--- src/rtl/lsq_pkg.sv ---
package lsq_pkg;
  typedef enum logic {ST_IDLE = 1'b0, ST_SYS = 1'b1} seq_st_t;

  typedef struct packed {
    logic to_sys;   // cycle must run on the system bus
    logic write;
    logic miss;     // cacheable miss status
    logic fill;     // write returned read data into the cache
    logic dir_set;  // set the directory entry valid
    logic wr_upd;   // write hit updates cache data
  } route_t;
endpackage

--- src/rtl/lsq_route.sv ---
module lsq_route
  import lsq_pkg::*;
(
  input  logic   write,
  input  logic   lock,
  input  logic   cache,
  input  logic   hit,
  input  logic   local_acc,
  output route_t route
);
  logic local_srv;

  always_comb begin
    local_srv      = local_acc | (~write & cache & hit & ~lock);
    route.to_sys   = ~local_srv;
    route.write    = write;
    route.miss     = cache & ~hit & ~local_acc;
    route.fill     = ~write & cache & ~local_acc;
    route.dir_set  = ~write & cache & ~hit & ~local_acc;
    route.wr_upd   = write & cache & hit & ~local_acc;
  end
endmodule

--- src/rtl/lsq_lockhold.sv ---
module lsq_lockhold (
  input  logic clk,
  input  logic rst_n,
  input  logic idle,
  input  logic pending,
  input  logic lock_start,
  input  logic cpu_lock,
  input  logic hold_req,
  output logic lock_seq,
  output logic hold_ack
);
  logic lock_d, hold_d;

  always_comb begin
    lock_d = lock_seq;
    if (lock_start)            lock_d = 1'b1;
    else if (idle && !cpu_lock) lock_d = 1'b0;

    hold_d = hold_ack;
    if (hold_ack)              hold_d = hold_req;
    else if (hold_req && idle && !pending && !lock_seq && !cpu_lock)
                               hold_d = 1'b1;
  end

  always_ff @(posedge clk or negedge rst_n) begin
    if (!rst_n) begin
      lock_seq <= 1'b0;
      hold_ack <= 1'b0;
    end else begin
      lock_seq <= lock_d;
      hold_ack <= hold_d;
    end
  end


  hold_in_lock_chk: assert property (@(posedge clk) disable iff (!rst_n)
    !(hold_ack && lock_seq));
endmodule

--- src/rtl/lsq_wbuf.sv ---
module lsq_wbuf (
  input  logic clk,
  input  logic rst_n,
  input  logic latch_wr,
  input  logic wr_done,
  input  logic sys_rdy,
  output logic wbs
);
  logic wbs_d;

  always_comb begin
    wbs_d = wbs;
    if (latch_wr)     wbs_d = 1'b1;
    else if (wr_done) wbs_d = 1'b0;
  end

  always_ff @(posedge clk or negedge rst_n) begin
    if (!rst_n) wbs <= 1'b0;
    else        wbs <= wbs_d;
  end


  wbs_fall_rdy_chk: assert property (@(posedge clk) disable iff (!rst_n)
    $fell(wbs) |-> $past(sys_rdy));
endmodule

--- src/rtl/lsq_top.sv ---
module lsq_top
  import lsq_pkg::*;
#(
  parameter int ADDR_W = 30
) (
  input  logic              clk,
  input  logic              rst_n,
  input  logic              req_valid,
  input  logic [ADDR_W-1:0] req_addr,
  input  logic              req_write,
  input  logic              cpu_lock,
  input  logic              req_cache,
  input  logic              req_local,
  input  logic              req_hit,
  output logic              cpu_ready,
  output logic              sys_ads,
  output logic [ADDR_W-1:0] sys_addr,
  output logic              sys_write,
  input  logic              sys_rdy,
  output logic              sys_lock,
  output logic              sys_miss,
  output logic              sys_miss_oe,
  input  logic              hold_req,
  output logic              hold_ack,
  output logic              wbs,
  output logic              cache_wr,
  output logic              dir_upd
);
  localparam int SYNC_N = 2;

  logic [SYNC_N-1:0] rst_sync;
  logic              rst_i;

  always_ff @(posedge clk or negedge rst_n) begin
    if (!rst_n) rst_sync <= '0;
    else        rst_sync <= {rst_sync[SYNC_N-2:0], 1'b1};
  end
  assign rst_i = rst_sync[SYNC_N-1];

  seq_st_t st, st_d;
  route_t  rt_in, cur, cur_d;
  logic    accept, idle, done;
  logic    rdy_d, ads_d, miss_d, cwr_d, dir_d;
  logic    [ADDR_W-1:0] addr_d;
  logic    wr_d;

  lsq_route u_route (
    .write(req_write), .lock(cpu_lock), .cache(req_cache),
    .hit(req_hit), .local_acc(req_local), .route(rt_in)
  );

  assign idle   = (st == ST_IDLE);
  assign accept = idle && req_valid && !cpu_ready && !hold_ack;
  assign done   = (st == ST_SYS) && sys_rdy;

  lsq_lockhold u_lock (
    .clk(clk), .rst_n(rst_i), .idle(idle),
    .pending(req_valid && !cpu_ready),
    .lock_start(accept && cpu_lock && rt_in.to_sys),
    .cpu_lock(cpu_lock), .hold_req(hold_req),
    .lock_seq(sys_lock), .hold_ack(hold_ack)
  );

  lsq_wbuf u_wbuf (
    .clk(clk), .rst_n(rst_i),
    .latch_wr(accept && rt_in.to_sys && rt_in.write),
    .wr_done(done && cur.write), .sys_rdy(sys_rdy), .wbs(wbs)
  );

  always_comb begin
    st_d   = st;
    cur_d  = cur;
    addr_d = sys_addr;
    wr_d   = sys_write;
    miss_d = sys_miss;
    rdy_d  = 1'b0;
    ads_d  = 1'b0;
    cwr_d  = 1'b0;
    dir_d  = 1'b0;
    if (accept) begin
      cur_d = rt_in;
      if (rt_in.to_sys) begin
        st_d   = ST_SYS;
        ads_d  = 1'b1;
        addr_d = req_addr;
        wr_d   = req_write;
        miss_d = rt_in.miss;
        rdy_d  = rt_in.write;
        cwr_d  = rt_in.wr_upd;
      end else begin
        rdy_d  = 1'b1;
      end
    end else if (done) begin
      st_d   = ST_IDLE;
      miss_d = 1'b0;
      if (!cur.write) begin
        rdy_d = 1'b1;
        cwr_d = cur.fill;
        dir_d = cur.dir_set;
      end
    end
  end

  always_ff @(posedge clk or negedge rst_i) begin
    if (!rst_i) begin
      st        <= ST_IDLE;
      cur       <= '0;
      sys_addr  <= '0;
      sys_write <= 1'b0;
      sys_miss  <= 1'b0;
      cpu_ready <= 1'b0;
      sys_ads   <= 1'b0;
      cache_wr  <= 1'b0;
      dir_upd   <= 1'b0;
    end else begin
      st        <= st_d;
      cur       <= cur_d;
      sys_addr  <= addr_d;
      sys_write <= wr_d;
      sys_miss  <= miss_d;
      cpu_ready <= rdy_d;
      sys_ads   <= ads_d;
      cache_wr  <= cwr_d;
      dir_upd   <= dir_d;
    end
  end

  assign sys_miss_oe = !hold_ack;


  ads_single_chk: assert property (@(posedge clk) disable iff (!rst_i)
    sys_ads |=> !sys_ads);

  no_ads_in_hold_chk: assert property (@(posedge clk) disable iff (!rst_i)
    hold_ack |-> !sys_ads);

  dir_with_fill_chk: assert property (@(posedge clk) disable iff (!rst_i)
    dir_upd |-> (cache_wr && cpu_ready));

  miss_in_sys_chk: assert property (@(posedge clk) disable iff (!rst_i)
    sys_miss |-> (st == ST_SYS));
endmodule

--- config.mk ---
export PLATFORM = sky130hd
export DESIGN_NAME = lsq_top
export DESIGN_NICKNAME = d
export VERILOG_FILES = /design/src/rtl/lsq_pkg.sv /design/src/rtl/lsq_route.sv /design/src/rtl/lsq_lockhold.sv /design/src/rtl/lsq_wbuf.sv /design/src/rtl/lsq_top.sv
export SDC_FILE = /design/constraint.sdc
export NUM_CORES = 1
export LEC_CHECK = 0
export CORE_AREA = 2 2 68 70
export DETAILED_ROUTE_END_ITERATION = 12
export DIE_AREA = 0 0 70 72
export DONT_BUFFER_PORTS = 1
export PLACE_DENSITY = 0.69
export REMOVE_ABC_BUFFERS = 1
export SLEW_MARGIN = 40
export SYNTH_ARGS = -nofsm -noshare
export SYNTH_HDL_FRONTEND = slang
export SYNTH_SLANG_ARGS = --single-unit
--- constraint.sdc ---
create_clock -name clk -period 4.6 [get_ports clk]
set_clock_uncertainty 0.15 [all_clocks]
set_input_delay 0.92 -clock clk [delete_from_list [all_inputs] [get_ports clk]]
set_output_delay 0.92 -clock clk [all_outputs]
set_load 0.1 [all_outputs]
==> impl_metrics.json, run 1 <==
{
  "cts_resized": 0,
  "crit_slowest_cell": "inv_1",
  "syn_inst": 110,
  "core_area_um2": 4264,
  "cp_max_fo": 4,
  "synthTopCellsByArea": "dfrtp_1, mux2_4, buf_12, a22o_1, nand2_1",
  "rr_worst_depth": 4,
  "ys_warn_count": 0,
  "tritoncts": "done",
  "fp.dieArea_um2": 5040,
  "nets": 158,
  "worstSetupStartpoint": "u_lock.hold_ack$_DFF_PN0_",
  "tightest_slew_ns": 0.9031,
  "finalMaxSlewViolations": 0,
  "hp-class": "register to asynchronous set/reset pin",
  "cts-root-buf": "clkbuf_8",
  "drtIter0Drc": 43,
  "areaGrowthSynthToFinish_pct": 10.37,
  "drc": 0,
  "grt_usage": 0.1369,
  "route.vias.total": 917,
  "start_util": 0.4357,
  "fin_crit_sh": 0.5813,
  "synth_flop_cell": "dfrtp_1",
  "synth_top_cell_area_share": 0.6061,
  "post-cts-setup-buffers": 0,
  "io-pin-count": 80,
  "cp_num_buf_inv": 1,
  "cp_num_cells": 1,
  "ys_ff_latch": 45,
  "antenna_cells": 0,
  "die_y_um": 72,
  "layoutNonFillerInstCount": 171,
  "core.rowCount": 24,
  "drv_cap": 0,
  "overflow": 0,
  "netlist_area_um2": 1858,
  "port_buffers": 0,
  "fin_tns_setup_ns": 0,
  "die_w_um": 70,
  "clk_pin_slew_worst_paths_ns": 0.08,
  "cts_hold_buffers": 0,
  "h-tree-depth": 2,
  "synth_enable_flop_cells": 0,
  "critPathMaxStageDelay_ns": 0.70,
  "crit_chain": "inv_1",
  "endpoint_kind": "output pin",
  "seq_area_frac_synth": 0.6061,
  "synth_cell_type_count": 29,
  "antenna_found_initial": 0,
  "gp_congestion": 0.7754,
  "critPathRequiredTime_ns": 3.53,
  "critPathTopFamily": "buffers and inverters",
  "yosys.area.top_type": "dfrtp_1",
  "period_minus_slack_ns": 2.674,
  "clock_latency_ns": 0.28,
  "drive_gt1_frac": 0.6303,
  "critPathLaunchType": "register",
  "cts_buffer_depth": 2,
  "hold_viol_final": 0,
  "critPathKind": "register to output pin",
  "async_reset_ff_frac": 1.000,
  "r2r-start": "u_lock.hold_ack$_DFF_PN0_",
  "max-slew-margin-rel": 0.3979,
  "synth_common_cells": "dfrtp_1, mux2_4, nand2_1, buf_12, inv_1",
  "rsz0062_at_grt": "false",
  "status": "finished, final reports clean",
  "totalWireLength_mm": 3.237,
  "synth_most_common_cell": "dfrtp_1",
  "setup_viol": 0,
  "arrival_ns": 1.60,
  "ant_nets": 0,
  "grt_max_degree": 44,
  "dp_cells": 162,
  "syn_avg_cell_area_um2": 16.89,
  "numCtsBuffers": 5,
  "grt_pass1_vias": 1019,
  "avgViaCountPerCell": 5.363,
  "post-dp-hpwl_mm": 2.255,
  "grt_pass1_wl_mm": 5.388,
  "clock.fmax_mhz": 374.0,
  "clock-sinks": 45,
  "wl_per_cell_um": 18.93,
  "drt_pass1_iterations": 3
}
==> layout make-up <==
class / count / area (um2)
fillers: 344 / 2213
flip-flops and latches: 45 / 1169
multi-input cells: 57 / 640.6
clock buffers: 8 / 90.09
repair buffers: 5 / 66.31
well taps: 52 / 65.06
inverters: 4 / 20.02
==> stage by stage <==
step | hold slack [ns] | area [um2] | utilization | setup slack (ns)
after floorplan | 0.1812 | 1787 | - | 1.887
after global placement | 0.1890 | 1853 | 0.4346 | 1.807
after detailed placement | 0.1904 | 1928 | 0.4522 | 1.831
after CTS | 0.1637 | 2018 | 0.4733 | 1.910
after global routing | 0.1541 | 2051 | 0.4809 | 1.888
final | 0.1641 | 2051 | 0.4809 | 1.926
==> flip-flops by register name, summed over array words and instances, names as in the netlist <==
signal           flops
sys_write            1
u_lock.lock_seq      1
dir_upd              1
st                   1
rst_sync             2
sys_miss             1
sys_ads              1
cpu_ready            1
cache_wr             1
u_lock.hold_ack      1
u_wbuf.wbs           1
sys_addr            30
cur                  3
==> routing by layer <==
metal  up-vias  track usage  part of all wire
met5         -            0                 0
met4         0      0.05128            0.0077
met3         4      0.05556             0.098
met2        57       0.2116              0.48
met1       451       0.1749              0.42
li1        405            -                 -
==> path summary, 6_finish.rpt <==
check,to,slack [ns]
setup / recovery,sys_miss_oe,1.93
hold / removal,cur[1]$_DFFE_PN0N_,0.16
setup reg to reg,sys_addr[26]$_DFFE_PN0P_,1.99
hold reg to reg,cur[1]$_DFFE_PN0N_,0.16
max in group asynchronous,sys_addr[2]$_DFFE_PN0P_,3.75
min in group clk,rst_sync[1]$_DFF_PN0_,0.21
==> layout by cell type (no fill, tap or decap), types with 2 or more instances in the layout <==
cell type / instances
a22o_1: 2
buf_1: 2
buf_16: 2
clkbuf_1: 3
clkbuf_8: 6
dfrtp_1: 13
dfrtp_2: 31
inv_1: 3
mux2_4: 29
nand2_1: 4
nor3_1: 2
==> cell families after synthesis <==
logic type | Yosys count | share of synthesized area
other | 1 | 0.002018
buffers and inverters | 8 | 0.04916
AO/OA/AOI/OAI | 11 | 0.04512
flip-flops | 45 | 0.6061
multiplexers | 31 | 0.2465
AND/OR/NAND/NOR | 14 | 0.05117
Power of run 1 is not shown: default switching activity piles up to over one toggle a cycle in this logic, so the estimate is an artifact.
==> inputs of run 2 (changes only) <==
==> constraint.sdc (replaced) <==
create_clock -name clk -period 2.74 [get_ports clk]
set_clock_uncertainty 0.15 [all_clocks]
set_input_delay 0.548 -clock clk [delete_from_list [all_inputs] [get_ports clk]]
set_output_delay 0.548 -clock clk [all_outputs]
set_load 0.1 [all_outputs]
==> impl_metrics.json, run 2 (same netlist as run 1, synthesis figures left out) <==
{
  "fp.dieArea_um2": 5040,
  "grt_pass1_vias": 1004,
  "hp-class": "register to asynchronous set/reset pin",
  "setup_viol": 0,
  "drc": 0,
  "areaGrowthSynthToFinish_pct": 12.46,
  "route.vias.total": 927,
  "fillers": 337,
  "critPathKind": "register to register",
  "die_w_um": 70,
  "gr-usage-met1": 0.1722,
  "cts_buffer_depth": 2,
  "busiest_layer": "met2",
  "start_util": 0.4357,
  "top_regs": "sys_addr x30, cur x3, rst_sync x2",
  "grt_pass1_wl_mm": 5.299,
  "nets": 161,
  "use_met3": 0.06528,
  "die_y_um": 72,
  "numCtsBuffers": 5,
  "core_area_um2": 4264,
  "clock_latency_ns": 0.28,
  "totalWireLength_mm": 3.335,
  "arrival_ns": 2.39,
  "top_register": "sys_addr",
  "antenna_cells": 0,
  "drive_gt1_frac": 0.6475,
  "status": "finished, final reports clean",
  "cp_max_fo": 31,
  "antenna_found_initial": 0,
  "io-pin-count": 80,
  "wl_per_cell_um": 19.17,
  "crit_slowest_cell": "or4b_4",
  "finalMaxSlewViolations": 0,
  "overflow": 0,
  "grt_usage": 0.1369,
  "post-dp-hpwl_mm": 2.347,
  "drtIter0Drc": 26,
  "tightest_slew_ns": 0.8928,
  "fin_crit_sh": 0.8666,
  "final_cell_mix": "dfrtp_2, mux2_4, dfrtp_1, clkbuf_8, nand2_1",
  "rsz0062_at_grt": "false",
  "use_met2": 0.2021,
  "layout_commonest_cell": "dfrtp_2",
  "drv_cap": 0,
  "h-tree-depth": 2,
  "max-slew-margin-rel": 0.4048,
  "post-cts-setup-buffers": 0,
  "avgViaCountPerCell": 5.328,
  "clock.fmax_mhz": 421.2,
  "drt_pass1_iterations": 4,
  "clock-sinks": 45,
  "largest_reg_flops": 30,
  "gp_congestion": 0.7831,
  "critPathRequiredTime_ns": 2.76,
  "endpoint_kind": "register",
  "grt_max_degree": 44,
  "tritoncts": "done",
  "critPathMaxStageDelay_ns": 0.59,
  "clk_pin_slew_worst_paths_ns": 0.08,
  "hold_viol_final": 0,
  "port_buffers": 0,
  "ant_nets": 0,
  "crit_chain": "or4b_4, or3_4, clkinv_4, mux2_1",
  "period_minus_slack_ns": 2.374,
  "critPathLaunchType": "register",
  "core.rowCount": 24,
  "cts-root-buf": "clkbuf_8",
  "fin_tns_setup_ns": 0
}
## run 2: changes by cell type in the layout (fill, tap and decap cells not counted), sizes merged
cell / before / now
clkbuf: 9 / 7
dlygate4sd3: 0 / 1
buf: 4 / 7
clkinv: 1 / 2
## run 2: final timing paths
kind,from,to,slack (ns),cells past startpoint
worst max-delay path,st$_DFFE_PN0P_,sys_addr[26]$_DFFE_PN0P_,0.37,4
worst min-delay path,rst_sync[1]$_DFF_PN0_,sys_addr[26]$_DFFE_PN0P_,0.17,0
worst max register to register,st$_DFFE_PN0P_,sys_addr[26]$_DFFE_PN0P_,0.37,4
worst min register to register,rst_sync[1]$_DFF_PN0_,sys_addr[26]$_DFFE_PN0P_,0.17,0
max in group asynchronous,rst_sync[1]$_DFF_PN0_,sys_addr[14]$_DFFE_PN0P_,1.87,0
min in group clk,sys_rdy,st$_DFFE_PN0P_,0.20,1
## run 2: what timing repair did
item | 4_1_cts | 5_1_grt
hold buffers | 1 | 0
setup endpoints to repair | 0 | 0
hold endpoints to repair | 2 | 0
resized for setup | 0 | 0
## run 2: area by class of cell
type | count | area [um2] | area share
repair buffers | 8 | 95.09 | 0.04551
clock buffers | 7 | 96.34 | 0.04611
multi-input cells | 57 | 640.6 | 0.3066
well taps | 52 | 65.06 | 0.03114
clock inverters | 1 | 5.005 | 0.002395
flip-flops and latches | 45 | 1167 | 0.5587
inverters | 4 | 20.02 | 0.009581
## run 2: routing by layer
layer / wire length [um] / part of all wire
met2: 1485 / 0.45
met3: 373 / 0.11
met5: 0 / 0
met4: 38 / 0.011
met1: 1437 / 0.43
## run 2: critical path, delay by kind of cell (launching register included)
family	cells	cell delay (ns)
buffers and inverters	1	0.31
DFF	1	0.45
muxes	1	0.36
and+or+nand+nor	2	0.98
## run 2: metrics by stage
| step | area, um2 | instances | util | setup WS, ns | hold slack (ns) |
|---|---|---|---|---|---|
| 5_1_grt | 2090 | 174 | 0.4900 | 0.2863 | 0.1854 |
| 6_report | 2090 | 174 | 0.4900 | 0.3656 | 0.1742 |
| 4_1_cts | 2062 | 174 | 0.4836 | 0.3571 | 0.1911 |
| 3_3_place_gp | 1876 | 161 | 0.4398 | 0.3880 | 0.1025 |
| 3_5_place_dp | 1951 | 165 | 0.4575 | 0.3352 | 0.1025 |
| 2_1_floorplan | 1787 | 106 | - | 0.02727 | 0.1024 |
Power of run 2 is left out for the same reason.
==> inputs of run 3 (changes only) <==
--- a/config.mk
+++ b/config.mk
@@ -9,7 +9,7 @@
 export DETAILED_ROUTE_END_ITERATION = 12
 export DIE_AREA = 0 0 70 72
 export DONT_BUFFER_PORTS = 1
-export PLACE_DENSITY = 0.69
+export PLACE_DENSITY = 0.62
 export REMOVE_ABC_BUFFERS = 1
 export SLEW_MARGIN = 40
 export SYNTH_ARGS = -nofsm -noshare
==> impl_metrics.json, run 3 (same netlist as run 1, synthesis figures left out) <==
{
  "core.rowCount": 24,
  "hold_viol_final": 0,
  "cp_num_cells": 4,
  "largest_reg_flops": 30,
  "clk_pin_slew_worst_paths_ns": 0.08,
  "antenna_cells": 0,
  "gp_congestion": 0.7369,
  "layout_commonest_cell": "dfrtp_2",
  "die_w_um": 70,
  "route.vias.total": 925,
  "critPathMaxStageDelay_ns": 0.60,
  "gr-usage-met1": 0.1454,
  "cp_num_buf_inv": 1,
  "final_cell_mix": "dfrtp_2, mux2_4, dfrtp_1, clkbuf_8, nand2_1",
  "drive_gt1_frac": 0.6441,
  "fp.dieArea_um2": 5040,
  "drt_pass1_iterations": 4,
  "tritoncts": "done",
  "top_regs": "sys_addr x30, cur x3, rst_sync x2",
  "cts_resized": 0,
  "ant_nets": 0,
  "drv_cap": 0,
  "drtIter0Drc": 22,
  "h-tree-depth": 2,
  "core_area_um2": 4264,
  "antenna_found_initial": 0,
  "critPathLaunchType": "register",
  "post-cts-setup-buffers": 0,
  "r2r-start": "st$_DFFE_PN0P_",
  "grt_pass1_vias": 996,
  "hp-class": "register to asynchronous set/reset pin",
  "cp_max_fo": 31,
  "clock.fmax_mhz": 421.3,
  "status": "finished, final reports clean",
  "overflow": 0,
  "fin_tns_setup_ns": 0,
  "reg2reg_slack_ns": 0.37,
  "numCtsBuffers": 5,
  "arrival_ns": 2.39,
  "clock-sinks": 45,
  "rsz0062_at_grt": "false",
  "rr_worst_depth": 4,
  "critPathKind": "register to register",
  "avgViaCountPerCell": 5.441,
  "post-dp-hpwl_mm": 2.079,
  "grt_usage": 0.1234,
  "tightest_slew_ns": 0.8903,
  "top_register": "sys_addr",
  "use_met3": 0.05000,
  "critPathRequiredTime_ns": 2.75,
  "period_minus_slack_ns": 2.374,
  "use_met2": 0.1989,
  "io-pin-count": 80,
  "endpoint_kind": "register",
  "finalMaxSlewViolations": 0,
  "start_util": 0.4357,
  "critPathTopFamily": "simple AND/OR/NAND/NOR gates",
  "grt_max_degree": 44,
  "r2r_end": "sys_addr[26]$_DFFE_PN0P_",
  "wl_per_cell_um": 18.21,
  "crit_chain": "or4b_4, or3_4, clkinv_4, mux2_1",
  "totalWireLength_mm": 3.096,
  "crit_slowest_cell": "or4b_4",
  "clock_latency_ns": 0.28,
  "cts_buffer_depth": 2,
  "die_y_um": 72,
  "worstSetupStartpoint": "st$_DFFE_PN0P_",
  "final_util": 0.4710,
  "grt_pass1_wl_mm": 4.809,
  "fin_crit_sh": 0.8662,
  "areaGrowthSynthToFinish_pct": 8.081,
  "port_buffers": 0,
  "worstSetupEndpoint": "sys_addr[26]$_DFFE_PN0P_",
  "busiest_layer": "met2",
  "cts-root-buf": "clkbuf_8",
  "nets": 157,
  "fillers": 365,
  "setup_viol": 0,
  "max-slew-margin-rel": 0.4065,
  "drc": 0
}
## run 3: worst min path at each step
stage | startpoint | end | slack (ns) | depth (start not counted)
after detailed placement | rst_n | rst_sync[0]$_DFF_PN0_ | 0.10 | 0
after global placement | rst_n | rst_sync[0]$_DFF_PN0_ | 0.10 | 0
after global routing | sys_rdy | st$_DFFE_PN0P_ | 0.17 | 1
final | rst_sync[1]$_DFF_PN0_ | sys_addr[6]$_DFFE_PN0P_ | 0.17 | 0
after floorplan | rst_n | rst_sync[0]$_DFF_PN0_ | 0.10 | 0
after CTS | req_hit | cur[1]$_DFFE_PN0N_ | 0.18 | 1
## run 3: layer usage
layer  share of wire  routed length (um)
met1            0.42                1298
met2            0.47                1446
met3            0.10                 321
met4          0.0097                  30
met5               0                   0
## run 3: worst reg2reg max path: stages (launching register included)
cell      delay [ns]
dfrtp_1         0.45
or4b_4          0.60
or3_4           0.39
clkinv_4        0.30
mux2_1          0.38
## run 3: per-stage QoR
step | setup WS [ns] | instances | hold slack [ns] | cell area [um2]
2_1_floorplan | 0.02727 | 106 | 0.1024 | 1787
3_3_place_gp | 0.3716 | 161 | 0.1025 | 1876
3_5_place_dp | 0.3322 | 161 | 0.1025 | 1892
4_1_cts | 0.3473 | 170 | 0.1809 | 1982
5_1_grt | 0.2752 | 170 | 0.1731 | 2008
6_report | 0.3665 | 170 | 0.1663 | 2008
## run 3: cell type report
cell class,instances,area [um2],share of cell area
Inverter,4,20.02,0.009969
Sequential cell,45,1170,0.5826
Multi-Input combinational cell,57,640.6,0.3190
Timing Repair Buffer,4,32.53,0.01620
Tap cell,52,65.06,0.03240
Clock buffer,8,80.08,0.03988
## run 3: repair_timing
action                                  4_1_cts  5_1_grt
endpoints found under the setup margin        0        0
hold endpoints to repair                      2        0
hold buffers                                  1        0
Power of run 3 is left out for the same reason.
